--- src/rtl/trap_pkg.sv ---
package trap_pkg;
  localparam logic [1:0] PRIV_U = 2'd0;
  localparam logic [1:0] PRIV_S = 2'd1;
  localparam logic [1:0] PRIV_M = 2'd3;

  localparam int unsigned EC_FETCH_MIS  = 0;
  localparam int unsigned EC_FETCH_ACC  = 1;
  localparam int unsigned EC_LOAD_MIS   = 4;
  localparam int unsigned EC_LOAD_ACC   = 5;
  localparam int unsigned EC_STORE_MIS  = 6;
  localparam int unsigned EC_STORE_ACC  = 7;
  localparam int unsigned EC_ECALL_BASE = 8;
  localparam int unsigned EC_FETCH_PG   = 12;
  localparam int unsigned EC_LOAD_PG    = 13;
  localparam int unsigned EC_STORE_PG   = 15;

  typedef enum logic [1:0] {
    ACC_FETCH = 2'd0,
    ACC_LOAD  = 2'd1,
    ACC_STORE = 2'd2
  } acc_kind_t;
endpackage

--- src/rtl/trap_cause_resolve.sv ---
module trap_cause_resolve
  import trap_pkg::*;
#(
  parameter int CW = 6
) (
  input  logic          irq_in,
  input  logic [CW-1:0] cause_in,
  input  logic          xlat_fail,
  input  logic [1:0]    xlat_kind,
  input  logic          paging_on,
  input  logic          prot_fail,
  input  logic [1:0]    priv,
  output logic          eff_irq,
  output logic [CW-1:0] eff_cause,
  output logic          keeps_addr
);
  acc_kind_t kind;
  logic      as_page;
  logic [CW-1:0] xlat_code;

  always_comb begin
    if (xlat_kind[1])      kind = ACC_STORE;
    else if (xlat_kind[0]) kind = ACC_LOAD;
    else                   kind = ACC_FETCH;
  end

  assign as_page = paging_on && !prot_fail;

  always_comb begin
    unique case (kind)
      ACC_FETCH: xlat_code = as_page ? CW'(EC_FETCH_PG) : CW'(EC_FETCH_ACC);
      ACC_LOAD:  xlat_code = as_page ? CW'(EC_LOAD_PG)  : CW'(EC_LOAD_ACC);
      default:   xlat_code = as_page ? CW'(EC_STORE_PG) : CW'(EC_STORE_ACC);
    endcase
  end

  always_comb begin
    if (xlat_fail) begin
      eff_irq   = 1'b0;
      eff_cause = xlat_code;
    end else if (!irq_in && cause_in == CW'(EC_ECALL_BASE)) begin
      eff_irq   = 1'b0;
      eff_cause = CW'(EC_ECALL_BASE) + {{(CW-2){1'b0}}, priv};
    end else begin
      eff_irq   = irq_in;
      eff_cause = cause_in;
    end
  end

  always_comb begin
    keeps_addr = 1'b0;
    if (!eff_irq) begin
      case (eff_cause)
        CW'(EC_FETCH_MIS), CW'(EC_FETCH_ACC), CW'(EC_LOAD_MIS),
        CW'(EC_LOAD_ACC), CW'(EC_STORE_MIS), CW'(EC_STORE_ACC),
        CW'(EC_FETCH_PG), CW'(EC_LOAD_PG), CW'(EC_STORE_PG): keeps_addr = 1'b1;
        default: keeps_addr = 1'b0;
      endcase
    end
  end
endmodule

--- src/rtl/trap_route.sv ---
module trap_route
  import trap_pkg::*;
#(
  parameter int XLEN = 32,
  parameter int CW   = 6
) (
  input  logic            irq,
  input  logic [CW-1:0]   cause,
  input  logic [1:0]      priv,
  input  logic [XLEN-1:0] ideleg,
  input  logic [XLEN-1:0] edeleg,
  output logic            to_super
);
  localparam int IW = $clog2(XLEN);

  logic            in_range;
  logic [XLEN-1:0] mask;

  generate
    if (CW > IW) begin : g_range_chk
      assign in_range = ~|cause[CW-1:IW];
    end else begin : g_range_all
      assign in_range = 1'b1;
    end
  endgenerate

  assign mask     = irq ? ideleg : edeleg;
  assign to_super = (priv == PRIV_U || priv == PRIV_S) && in_range && mask[cause[IW-1:0]];
endmodule

--- src/rtl/trap_vector.sv ---
module trap_vector #(
  parameter int XLEN = 32,
  parameter int CW   = 6
) (
  input  logic [XLEN-1:0] tvec,
  input  logic            irq,
  input  logic [CW-1:0]   cause,
  output logic [XLEN-1:0] target
);
  logic [XLEN-1:0] base;
  logic [XLEN-1:0] offset;

  assign base   = {tvec[XLEN-1:2], 2'b00};
  assign offset = (irq && tvec[1:0] == 2'b01) ? {{(XLEN-CW-2){1'b0}}, cause, 2'b00} : '0;
  assign target = base + offset;
endmodule

--- src/rtl/trap_level_bank.sv ---
module trap_level_bank #(
  parameter int XLEN = 32
) (
  input  logic            clk,
  input  logic            rst,
  input  logic            wr,
  input  logic [XLEN-1:0] cause_in,
  input  logic [XLEN-1:0] epc_in,
  input  logic [XLEN-1:0] tval_in,
  output logic [XLEN-1:0] cause_q,
  output logic [XLEN-1:0] epc_q,
  output logic [XLEN-1:0] tval_q
);
  always_ff @(posedge clk) begin
    if (rst) begin
      cause_q <= '0;
      epc_q   <= '0;
      tval_q  <= '0;
    end else if (wr) begin
      cause_q <= cause_in;
      epc_q   <= epc_in;
      tval_q  <= tval_in;
    end
  end

  p_bank_hold_r5: assert property (@(posedge clk) disable iff (rst)
    !wr |=> $stable(cause_q) && $stable(epc_q) && $stable(tval_q));

  p_epc_taken_r5: assert property (@(posedge clk) disable iff (rst)
    wr |=> epc_q == $past(epc_in));
endmodule

--- src/rtl/trap_entry_unit.sv ---
module trap_entry_unit
  import trap_pkg::*;
#(
  parameter int XLEN = 32,
  parameter int CW   = 6
) (
  input  logic            clk,
  input  logic            rst,
  input  logic            trap_req,
  input  logic            trap_irq,
  input  logic [CW-1:0]   trap_cause,
  input  logic [XLEN-1:0] trap_addr,
  input  logic            xlat_fail,
  input  logic [1:0]      xlat_kind,
  input  logic            paging_on,
  input  logic            prot_fail,
  input  logic [XLEN-1:0] cur_pc,
  input  logic [1:0]      cur_priv,
  input  logic            cur_sie,
  input  logic            cur_spie,
  input  logic            cur_spp,
  input  logic            cur_mie,
  input  logic            cur_mpie,
  input  logic [1:0]      cur_mpp,
  input  logic [XLEN-1:0] ideleg,
  input  logic [XLEN-1:0] edeleg,
  input  logic [XLEN-1:0] stvec,
  input  logic [XLEN-1:0] mtvec,
  output logic [XLEN-1:0] nxt_pc,
  output logic [1:0]      nxt_priv,
  output logic            nxt_sie,
  output logic            nxt_spie,
  output logic            nxt_spp,
  output logic            nxt_mie,
  output logic            nxt_mpie,
  output logic [1:0]      nxt_mpp,
  output logic [XLEN-1:0] s_cause,
  output logic [XLEN-1:0] s_epc,
  output logic [XLEN-1:0] s_tval,
  output logic [XLEN-1:0] m_cause,
  output logic [XLEN-1:0] m_epc,
  output logic [XLEN-1:0] m_tval,
  output logic            resv_clear
);
  localparam int NLEV = 2;
  localparam int PAD  = XLEN - 1 - CW;

  logic            eff_irq;
  logic [CW-1:0]   eff_cause;
  logic            keeps_addr;
  logic            to_super;
  logic [XLEN-1:0] tvec_sel;
  logic [XLEN-1:0] target;
  logic [XLEN-1:0] cause_word;
  logic [XLEN-1:0] tval_word;

  trap_cause_resolve #(.CW(CW)) u_resolve (
    .irq_in(trap_irq), .cause_in(trap_cause), .xlat_fail(xlat_fail),
    .xlat_kind(xlat_kind), .paging_on(paging_on), .prot_fail(prot_fail),
    .priv(cur_priv), .eff_irq(eff_irq), .eff_cause(eff_cause),
    .keeps_addr(keeps_addr)
  );

  trap_route #(.XLEN(XLEN), .CW(CW)) u_route (
    .irq(eff_irq), .cause(eff_cause), .priv(cur_priv),
    .ideleg(ideleg), .edeleg(edeleg), .to_super(to_super)
  );

  assign tvec_sel = to_super ? stvec : mtvec;

  trap_vector #(.XLEN(XLEN), .CW(CW)) u_vector (
    .tvec(tvec_sel), .irq(eff_irq), .cause(eff_cause), .target(target)
  );

  assign cause_word = {eff_irq, {PAD{1'b0}}, eff_cause};
  assign tval_word  = keeps_addr ? trap_addr : '0;

  logic [XLEN-1:0] bank_cause [NLEV];
  logic [XLEN-1:0] bank_epc   [NLEV];
  logic [XLEN-1:0] bank_tval  [NLEV];

  generate
    for (genvar g = 0; g < NLEV; g++) begin : g_bank
      logic sel;
      assign sel = (g == 0) ? to_super : !to_super;
      trap_level_bank #(.XLEN(XLEN)) u_bank (
        .clk(clk), .rst(rst), .wr(trap_req && sel),
        .cause_in(cause_word), .epc_in(cur_pc), .tval_in(tval_word),
        .cause_q(bank_cause[g]), .epc_q(bank_epc[g]), .tval_q(bank_tval[g])
      );
    end
  endgenerate

  assign s_cause = bank_cause[0];
  assign s_epc   = bank_epc[0];
  assign s_tval  = bank_tval[0];
  assign m_cause = bank_cause[1];
  assign m_epc   = bank_epc[1];
  assign m_tval  = bank_tval[1];

  always_ff @(posedge clk) begin
    if (rst) begin
      nxt_pc     <= '0;
      nxt_priv   <= PRIV_M;
      nxt_sie    <= 1'b0;
      nxt_spie   <= 1'b0;
      nxt_spp    <= 1'b0;
      nxt_mie    <= 1'b0;
      nxt_mpie   <= 1'b0;
      nxt_mpp    <= 2'b00;
      resv_clear <= 1'b0;
    end else begin
      resv_clear <= trap_req;
      if (trap_req) begin
        nxt_pc <= target;
        if (to_super) begin
          nxt_priv <= PRIV_S;
          nxt_sie  <= 1'b0;
          nxt_spie <= cur_sie;
          nxt_spp  <= cur_priv[0];
          nxt_mie  <= cur_mie;
          nxt_mpie <= cur_mpie;
          nxt_mpp  <= cur_mpp;
        end else begin
          nxt_priv <= PRIV_M;
          nxt_mie  <= 1'b0;
          nxt_mpie <= cur_mie;
          nxt_mpp  <= cur_priv;
          nxt_sie  <= cur_sie;
          nxt_spie <= cur_spie;
          nxt_spp  <= cur_spp;
        end
      end
    end
  end

  p_hold_r2: assert property (@(posedge clk) disable iff (rst)
    !trap_req |=> $stable(nxt_pc) && $stable(nxt_priv) && $stable(nxt_mpp) && !resv_clear);

  p_level_legal_r3: assert property (@(posedge clk) disable iff (rst)
    trap_req |=> (nxt_priv == PRIV_S || nxt_priv == PRIV_M));

  p_machine_from_m_r3: assert property (@(posedge clk) disable iff (rst)
    trap_req && cur_priv == PRIV_M |=> nxt_priv == PRIV_M);

  p_enable_off_r4: assert property (@(posedge clk) disable iff (rst)
    trap_req |=> (nxt_priv == PRIV_M) ? !nxt_mie : !nxt_sie);

  p_exc_aligned_r7: assert property (@(posedge clk) disable iff (rst)
    trap_req && !trap_irq |=> nxt_pc[1:0] == 2'b00);

  p_resv_pulse_r11: assert property (@(posedge clk) disable iff (rst)
    trap_req |=> resv_clear);
endmodule

--- config.mk ---
export PLATFORM = sky130hd
export DESIGN_NAME = trap_entry_unit
export DESIGN_NICKNAME = d
export VERILOG_FILES = /design/src/rtl/trap_pkg.sv /design/src/rtl/trap_cause_resolve.sv /design/src/rtl/trap_route.sv /design/src/rtl/trap_vector.sv /design/src/rtl/trap_level_bank.sv /design/src/rtl/trap_entry_unit.sv
export SDC_FILE = /design/constraint.sdc
export NUM_CORES = 1
export LEC_CHECK = 0
export ABC_CLOCK_PERIOD_IN_PS = 11700
export BUFFER_PORTS_ARGS = -buffer_cell sky130_fd_sc_hd__buf_2
export CAP_MARGIN = 25
export CORE_AREA = 2 2 174 176
export DETAILED_ROUTE_END_ITERATION = 7
export DIE_AREA = 0 0 176 178
export PLACE_DENSITY = 0.67
export SETUP_SLACK_MARGIN = 0.2
export SYNTH_ARGS = -nofsm -noshare
export SYNTH_HDL_FRONTEND = slang
export SYNTH_SLANG_ARGS = --single-unit
--- constraint.sdc ---
create_clock -name clk -period 11.7 [get_ports clk]
set_input_delay 2.925 -clock clk [delete_from_list [all_inputs] [get_ports clk]]
set_output_delay 2.925 -clock clk [all_outputs]
set_load 0.01 [all_outputs]
# After elaboration in Yosys (flattened, before gate mapping)
# Memory sizes are Yosys's and may differ from the RTL's.
# Index checks and enable logic that the tools add are counted.
[word_totals]
regBits = 184
latchBits = 0
ram_bits = 0
romBits = 16
output_inout_bits = 234
mem_count = 1
[mem_list]
columns = ["memory", "depth", "word_bits", "rd", "rd_clocked_by_memory_dff", "wr", "line", "rtl"]
rows = [
  ["(name not given)", 16, 1, 1, 0, 0, "trap_cause_resolve.sv:53", "case (eff_cause)"],
]
[classes]
n_addsub = 2
multipliers = 0
n_div = 0
magnitude_cmp = 1
n_eq_ne = 4
shifts = 0
n_mux = 25
bitwise_logic = 0
reduce_logical = 15
[op_table]
columns = ["op", "count"]
rows = [
  ["2-to-1 mux 32 bit", 3],
  ["adder 32 bit", 1],
  ["2-to-1 mux 4 bit", 3],
  ["2-to-1 mux 6 bit", 2],
  ["one-hot mux 6 bit (2 select lines)", 1],
  ["2-to-1 mux 1 bit", 11],
  ["2-to-1 mux 8 bit", 1],
  ["logical AND 1 bit", 7],
  ["== test 2 x 1 -> 1 bit (second input constant)", 3],
  ["== test 6 x 4 -> 1 bit (second input constant)", 1],
  ["zero test 2 bit", 3],
  ["< comparator 5 x 6 -> 1 bit (second input constant)", 1],
  ["2-to-1 mux 2 bit", 3],
  ["adder 4 x 2 -> 5 bit (first input constant)", 1],
  ["binary-select mux 1 bit (select 5 bit)", 1],
  ["zero test 1 bit", 4],
  ["logical OR 1 bit", 1],
]

# Logic depth before layout (Yosys ltp)
[depth]
ltp_word = 13
depth_mapped = 28

# Hierarchy
# A second synthesis with hierarchy kept.
[unflattened]
cells_unflattened = 1028
hier_area_um2 = 10603.9
[by_module_without_submodules]
columns = ["mod", "instances", "cells_each", "area_each_um2", "seq_area_each_um2"]
rows = [
  ["trap_level_bank", 2, 310, 3429.5, 1921.8],
  ["trap_entry_unit", 1, 216, 2124.5, 820.8],
  ["trap_vector", 1, 125, 893.4, 0.0],
  ["trap_route", 1, 43, 574.3, 0.0],
  ["trap_cause_resolve", 1, 24, 152.6, 0.0],
]

# Worst setup path before layout
# No wires, ideal clock.
[synth_timing]
kind = "in2reg"
start = "in trap_cause[5]"
end = "reg nxt_pc[28]"
setup_ps = 74
t_arrival_ps = 7516
slack_ps = 4110
path_stages = 24
path_cell_list = "or3_4 o41a_1 a2111oi_1 a311oi_1 or4b_1 o211ai_2 o21a_2 buf_4 buf_4 nand2_1 nand2_1 ha_1 inv_1 fa_1 nor2b_1 o21ai_0 a21oi_1 o21ai_0 nand2_1 clkbuf_1 nand4_1 xnor2_1 nand3_1 a31oi_1"
[synth_via]
elab_chain_len = 13
elab_cells_between_ends = 17
cone_classes = "1 x add/sub; 2 x eq/ne; 9 x mux; 5 x reduce/logical"
[synth_rtl]
columns = ["element", "line", "rtl"]
rows = [
  ["start, declared", "trap_entry_unit.sv:11", "input logic [CW-1:0] trap_cause,"],
  ["== test 6 x 4 -> 1 bit", "trap_cause_resolve.sv:41", "end else if (!irq_in && cause_in == CW'(EC_ECALL_BASE)) begin"],
  ["logical AND 1 bit", "trap_cause_resolve.sv:41", ""],
  ["2-to-1 mux 1 bit", "trap_cause_resolve.sv:41", ""],
  ["2-to-1 mux 1 bit", "trap_cause_resolve.sv:38", "if (xlat_fail) begin"],
  ["2-to-1 mux 32 bit", "trap_route.sv:27", "assign mask = irq ? ideleg : edeleg;"],
  ["binary-select mux 1 bit (select 5 bit)", "trap_route.sv:28", "assign to_super = (priv == PRIV_U || priv == PRIV_S) && in_range && mask[cause[IW-1:0]];"],
  ["2-to-1 mux 1 bit (implied by the code)", "trap_route.sv:28", ""],
  ["logical AND 1 bit", "trap_route.sv:28", ""],
  ["2-to-1 mux 32 bit", "trap_entry_unit.sv:69", "assign tvec_sel = to_super ? stvec : mtvec;"],
  ["== test 2 x 1 -> 1 bit", "trap_vector.sv:14", "assign offset = (irq && tvec[1:0] == 2'b01) ? {{(XLEN-CW-2){1'b0}}, cause, 2'b00} : '0;"],
  ["logical AND 1 bit", "trap_vector.sv:14", ""],
  ["2-to-1 mux 8 bit", "trap_vector.sv:14", ""],
  ["adder 32 bit (*)", "trap_vector.sv:15", "assign target = base + offset;"],
  ["end signal, assigned", "trap_entry_unit.sv:115", "nxt_pc <= target;"],
  ["end, declared", "trap_entry_unit.sv:29", "output logic [XLEN-1:0] nxt_pc,"],
]
# Mark *: on every way between the ends. The rest lies on a longest branch, timed or not. The select of a mux whose other input is x is not followed.
# A chain may end at the register's enable or synchronous reset.

# Final worst setup path
[layout_timing]
start = "in trap_cause[5]"
end = "reg nxt_pc[18]"
# Same word-level chain as after synthesis.

==> impl_metrics.csv <==
group,metric,value,unit
run_status,status,"complete, no violations",
synthesis,synthArstFlopShare,0,%
global_routing,grt_pass1_vias,9351,
clock_tree,clkSinkCount,181,
placed_design,gp_congestion,0.909,
critical_path,crit_end,"nxt_pc[18]",
sta,slew_headroom,31.6,%
floorplan,rows,63,
flow_run,drv_cap,0,
detailed_routing,routed_wl,35600,um
sta,drv_slew,0,
floorplan,io_pins,450,
sta,setup_viol,0,
critical_path,crit_fanout,69,
detailed_routing,drc,0,
sta,post-route-min-period,9340,ps
clock_tree,cts_tree,"yes",
layout,drive_gt1_share,28.9,%
synthesis,ys_types,65,
synthesis,yosysSeqAreaShare,37.9,%
critical_path,cp_top_family,"compound AO/OA/AOI/OAI gates",
global_routing,grt_usage,21.8,%
hold_path,hold_path.class,"flip-flop to flip-flop",
floorplan,die-area,31300,um^2
placed_design,io_buffers,396,
global_routing,grt_pass1_wl,53800,um
layout,area_growth,26.5,%
synthesis,synthFlopType,"dfxtp_1",
synthesis,synthTopCellsByArea,"dfxtp_1 (38%), nand3_1 (7.6%), a21oi_1 (6.9%)",
clock_tree,post_cts_buffers,0,
critical_path,ff2ff_setup_slack,10940,ps
sta,skew,0,ps
synthesis,synth.largest_area_cell,"dfxtp_1",
layout,final_util,41.1,%
floorplan,die_w,176,um
critical_path,r2r_cells,2,
synthesis,synth_edf_count,0,
sta,worst_pin_slew,1030,ps
sta,layout_worst_path_cycle_share,79.9,%
pwr,p_leak,5.47,nW
global_routing,grt-ovfl-total,0,
synthesis,synth_top_area_share,37.9,%
detailed_routing,ant_nets,0,
layout,nNetsFinal,1775,
critical_path,critPathSlowestCell,"nor2_1",
detailed_routing,vias,10182,
sta,tns,0,ps
floorplan,die_h,178,um
critical_path,critPathBufInv,3,
synthesis,synthCells,1228,
critical_path,arrival,9670,ps
detailed_routing,dr.pass1.iters,5,
critical_path,startpoint_type,"input pin",
global_routing,antenna_found_initial,3,
sta,hold_violations,0,
critical_path,startpoint,"trap_cause[5]",
detailed_routing,viasPerCell,5.20,
global_routing,grt_max_degree,105,
layout,layout_commonest_cell,"buf_2",
pwr,ir_worst_vdd,0.0983,mV
clock_tree,cts_buffers,17,
synthesis,yosysWarnings,0,
synthesis,synth.avg_cell_area,7.79,um^2
layout,final_cell_mix,"buf_2 (394), dfxtp_1 (181), nand3_1 (146)",
clock_tree,path_clk_slew,70,ps
floorplan,start_util,32.5,%
critical_path,r2r-end,"g_bank[1].u_bank.cause_q[1]",
clock_tree,clockBufferDepth,2,
critical_path,crit_path_end_kind,"flip-flop",
clock_tree,cts_root_buffer,"clkbuf_16",
pwr,power_density,133,nW/um^2
detailed_routing,wl_per_cell,18.2,um
floorplan,core_region_area,29400,um^2
critical_path,required,12030,ps
critical_path,max_stage_delay,690,ps
critical_path,path_cells,"buf_2, or3_4, o41a_1, nor2_1, o311ai_1, a2111oi_0, a211oi_1, o21ai_4, buf_4, buf_4, nand2_1, and2_1, fa_1, nor2b_1, o21ai_0, a21oi_1, o21ai_0, nand2_1, nand4_1, xnor2_1, nor2_1, o32ai_1",
critical_path,r2r_start,"g_bank[1].u_bank.cause_q[1]",
synthesis,ys_ff_latch,181,
placed_design,dp_hpwl,25400,um
clock_tree,ctsResizeCount,0,
detailed_routing,drt_iter0_markers,761,
clock_tree,h-tree-depth,4,
sta,fmax,107,MHz
critical_path,cp.depth,22,
synthesis,mappedNetlistArea,9560,um^2
clock_tree,holdBufCountCts,0,
clock_tree,clkLatencyLatePin,420,ps
critical_path,path_class,"input pin to flip-flop",
sta,rsz0062_at_grt,"no",
## how the worst min path moves through the flow
stage                                start                          end  depth (start not counted)
4_1_cts        g_bank[0].u_bank.cause_q[5]  g_bank[0].u_bank.cause_q[5]                          2
3_5_place_dp   g_bank[0].u_bank.cause_q[5]  g_bank[0].u_bank.cause_q[5]                          2
5_1_grt         g_bank[1].u_bank.epc_q[29]   g_bank[1].u_bank.epc_q[29]                          2
3_3_place_gp   g_bank[0].u_bank.cause_q[5]  g_bank[0].u_bank.cause_q[5]                          2
6_report       g_bank[0].u_bank.cause_q[5]  g_bank[0].u_bank.cause_q[5]                          2
2_1_floorplan  g_bank[0].u_bank.cause_q[5]  g_bank[0].u_bank.cause_q[5]                          2
## stage by stage
stage / worst slack [ps] / power, mW / cells / hold WS [ps] / area [um^2]
6_report: 2360 / 1.61 / 1957 / 454 / 12100
5_1_grt: 1890 / 1.69 / 1957 / 476 / 12100
4_1_cts: 2490 / 1.63 / 1953 / 451 / 12100
3_5_place_dp: 2060 / 1.03 / 1921 / 437 / 11500
3_3_place_gp: 2370 / 1.03 / 1921 / 434 / 11500
2_1_floorplan: 4110 / 0.908 / 1279 / 471 / 9760
## sequential cells by signal, indices dropped and copies added (netlist names), 2 cells and up
name and cells:
nxt_mpp 2, g_bank.u_bank.tval_q 64, nxt_pc 30, g_bank.u_bank.epc_q 64, g_bank.u_bank.cause_q 14
## report_power, final
part | total, mW | switching (mW) | internal, mW
clock | 0.590 | 0.285 | 0.305
combinational | 0.348 | 0.225 | 0.124
sequential | 0.673 | 0.0189 | 0.654
## logic make-up (layout without fill, tap and decap cells)
family / Yosys count / in the layout / synth area share, %
simple gates: 488 / 488 / 24.1
compound gates: 289 / 289 / 18.0
flops: 181 / 181 / 37.9
buf+inv: 165 / 451 / 9.43
mux: 49 / 49 / 5.14
xor+xnor: 47 / 47 / 4.30
fa+ha+maj: 7 / 7 / 0.994
other cells: 2 / 55 / 0.0785
## area by class of cell
cell class / count / area (um^2)
inverters: 10 / 38.8
clock buffers: 18 / 429
well taps: 390 / 488
repair buffers: 409 / 2110
flip-flops and latches: 181 / 3620
diodes: 2 / 5.00
multi-input cells: 933 / 5240
fillers: 3049 / 17300
clock inverters: 14 / 161
## per-layer routing
metal	up-vias	part of all wire (%)	GRT usage, %
li1	4851	-	-
met1	4855	43	29.2
met2	428	47	35.8
met3	46	6.6	3.67
met4	2	2.4	7.20
met5	-	0.036	0
## synthesized netlist by cell type (4+ instances only)
library cell	count
o32ai_1	10
o21ai_0	78
inv_1	10
a31oi_1	14
dfxtp_1	181
clkbuf_1	60
nor4b_1	4
nor3_1	21
a311oi_1	8
xnor2_1	31
and3_1	6
mux2i_1	48
a211oi_1	10
buf_1	9
o22ai_1	4
buf_4	65
nor2_1	96
ha_1	6
nand3_1	146
nand2b_1	5
a211o_1	4
nand4_1	12
nand2_1	134
a21oi_1	131
buf_2	19
nor3b_1	4
and2_1	35
nor2b_1	8
xor2_1	16
## worst reg2reg max path, stage by stage (launching register included)
cell	delay, ps
dfxtp_1	450
mux2i_1	120
nor2_1	120
(Power assumes the default switching activity.)
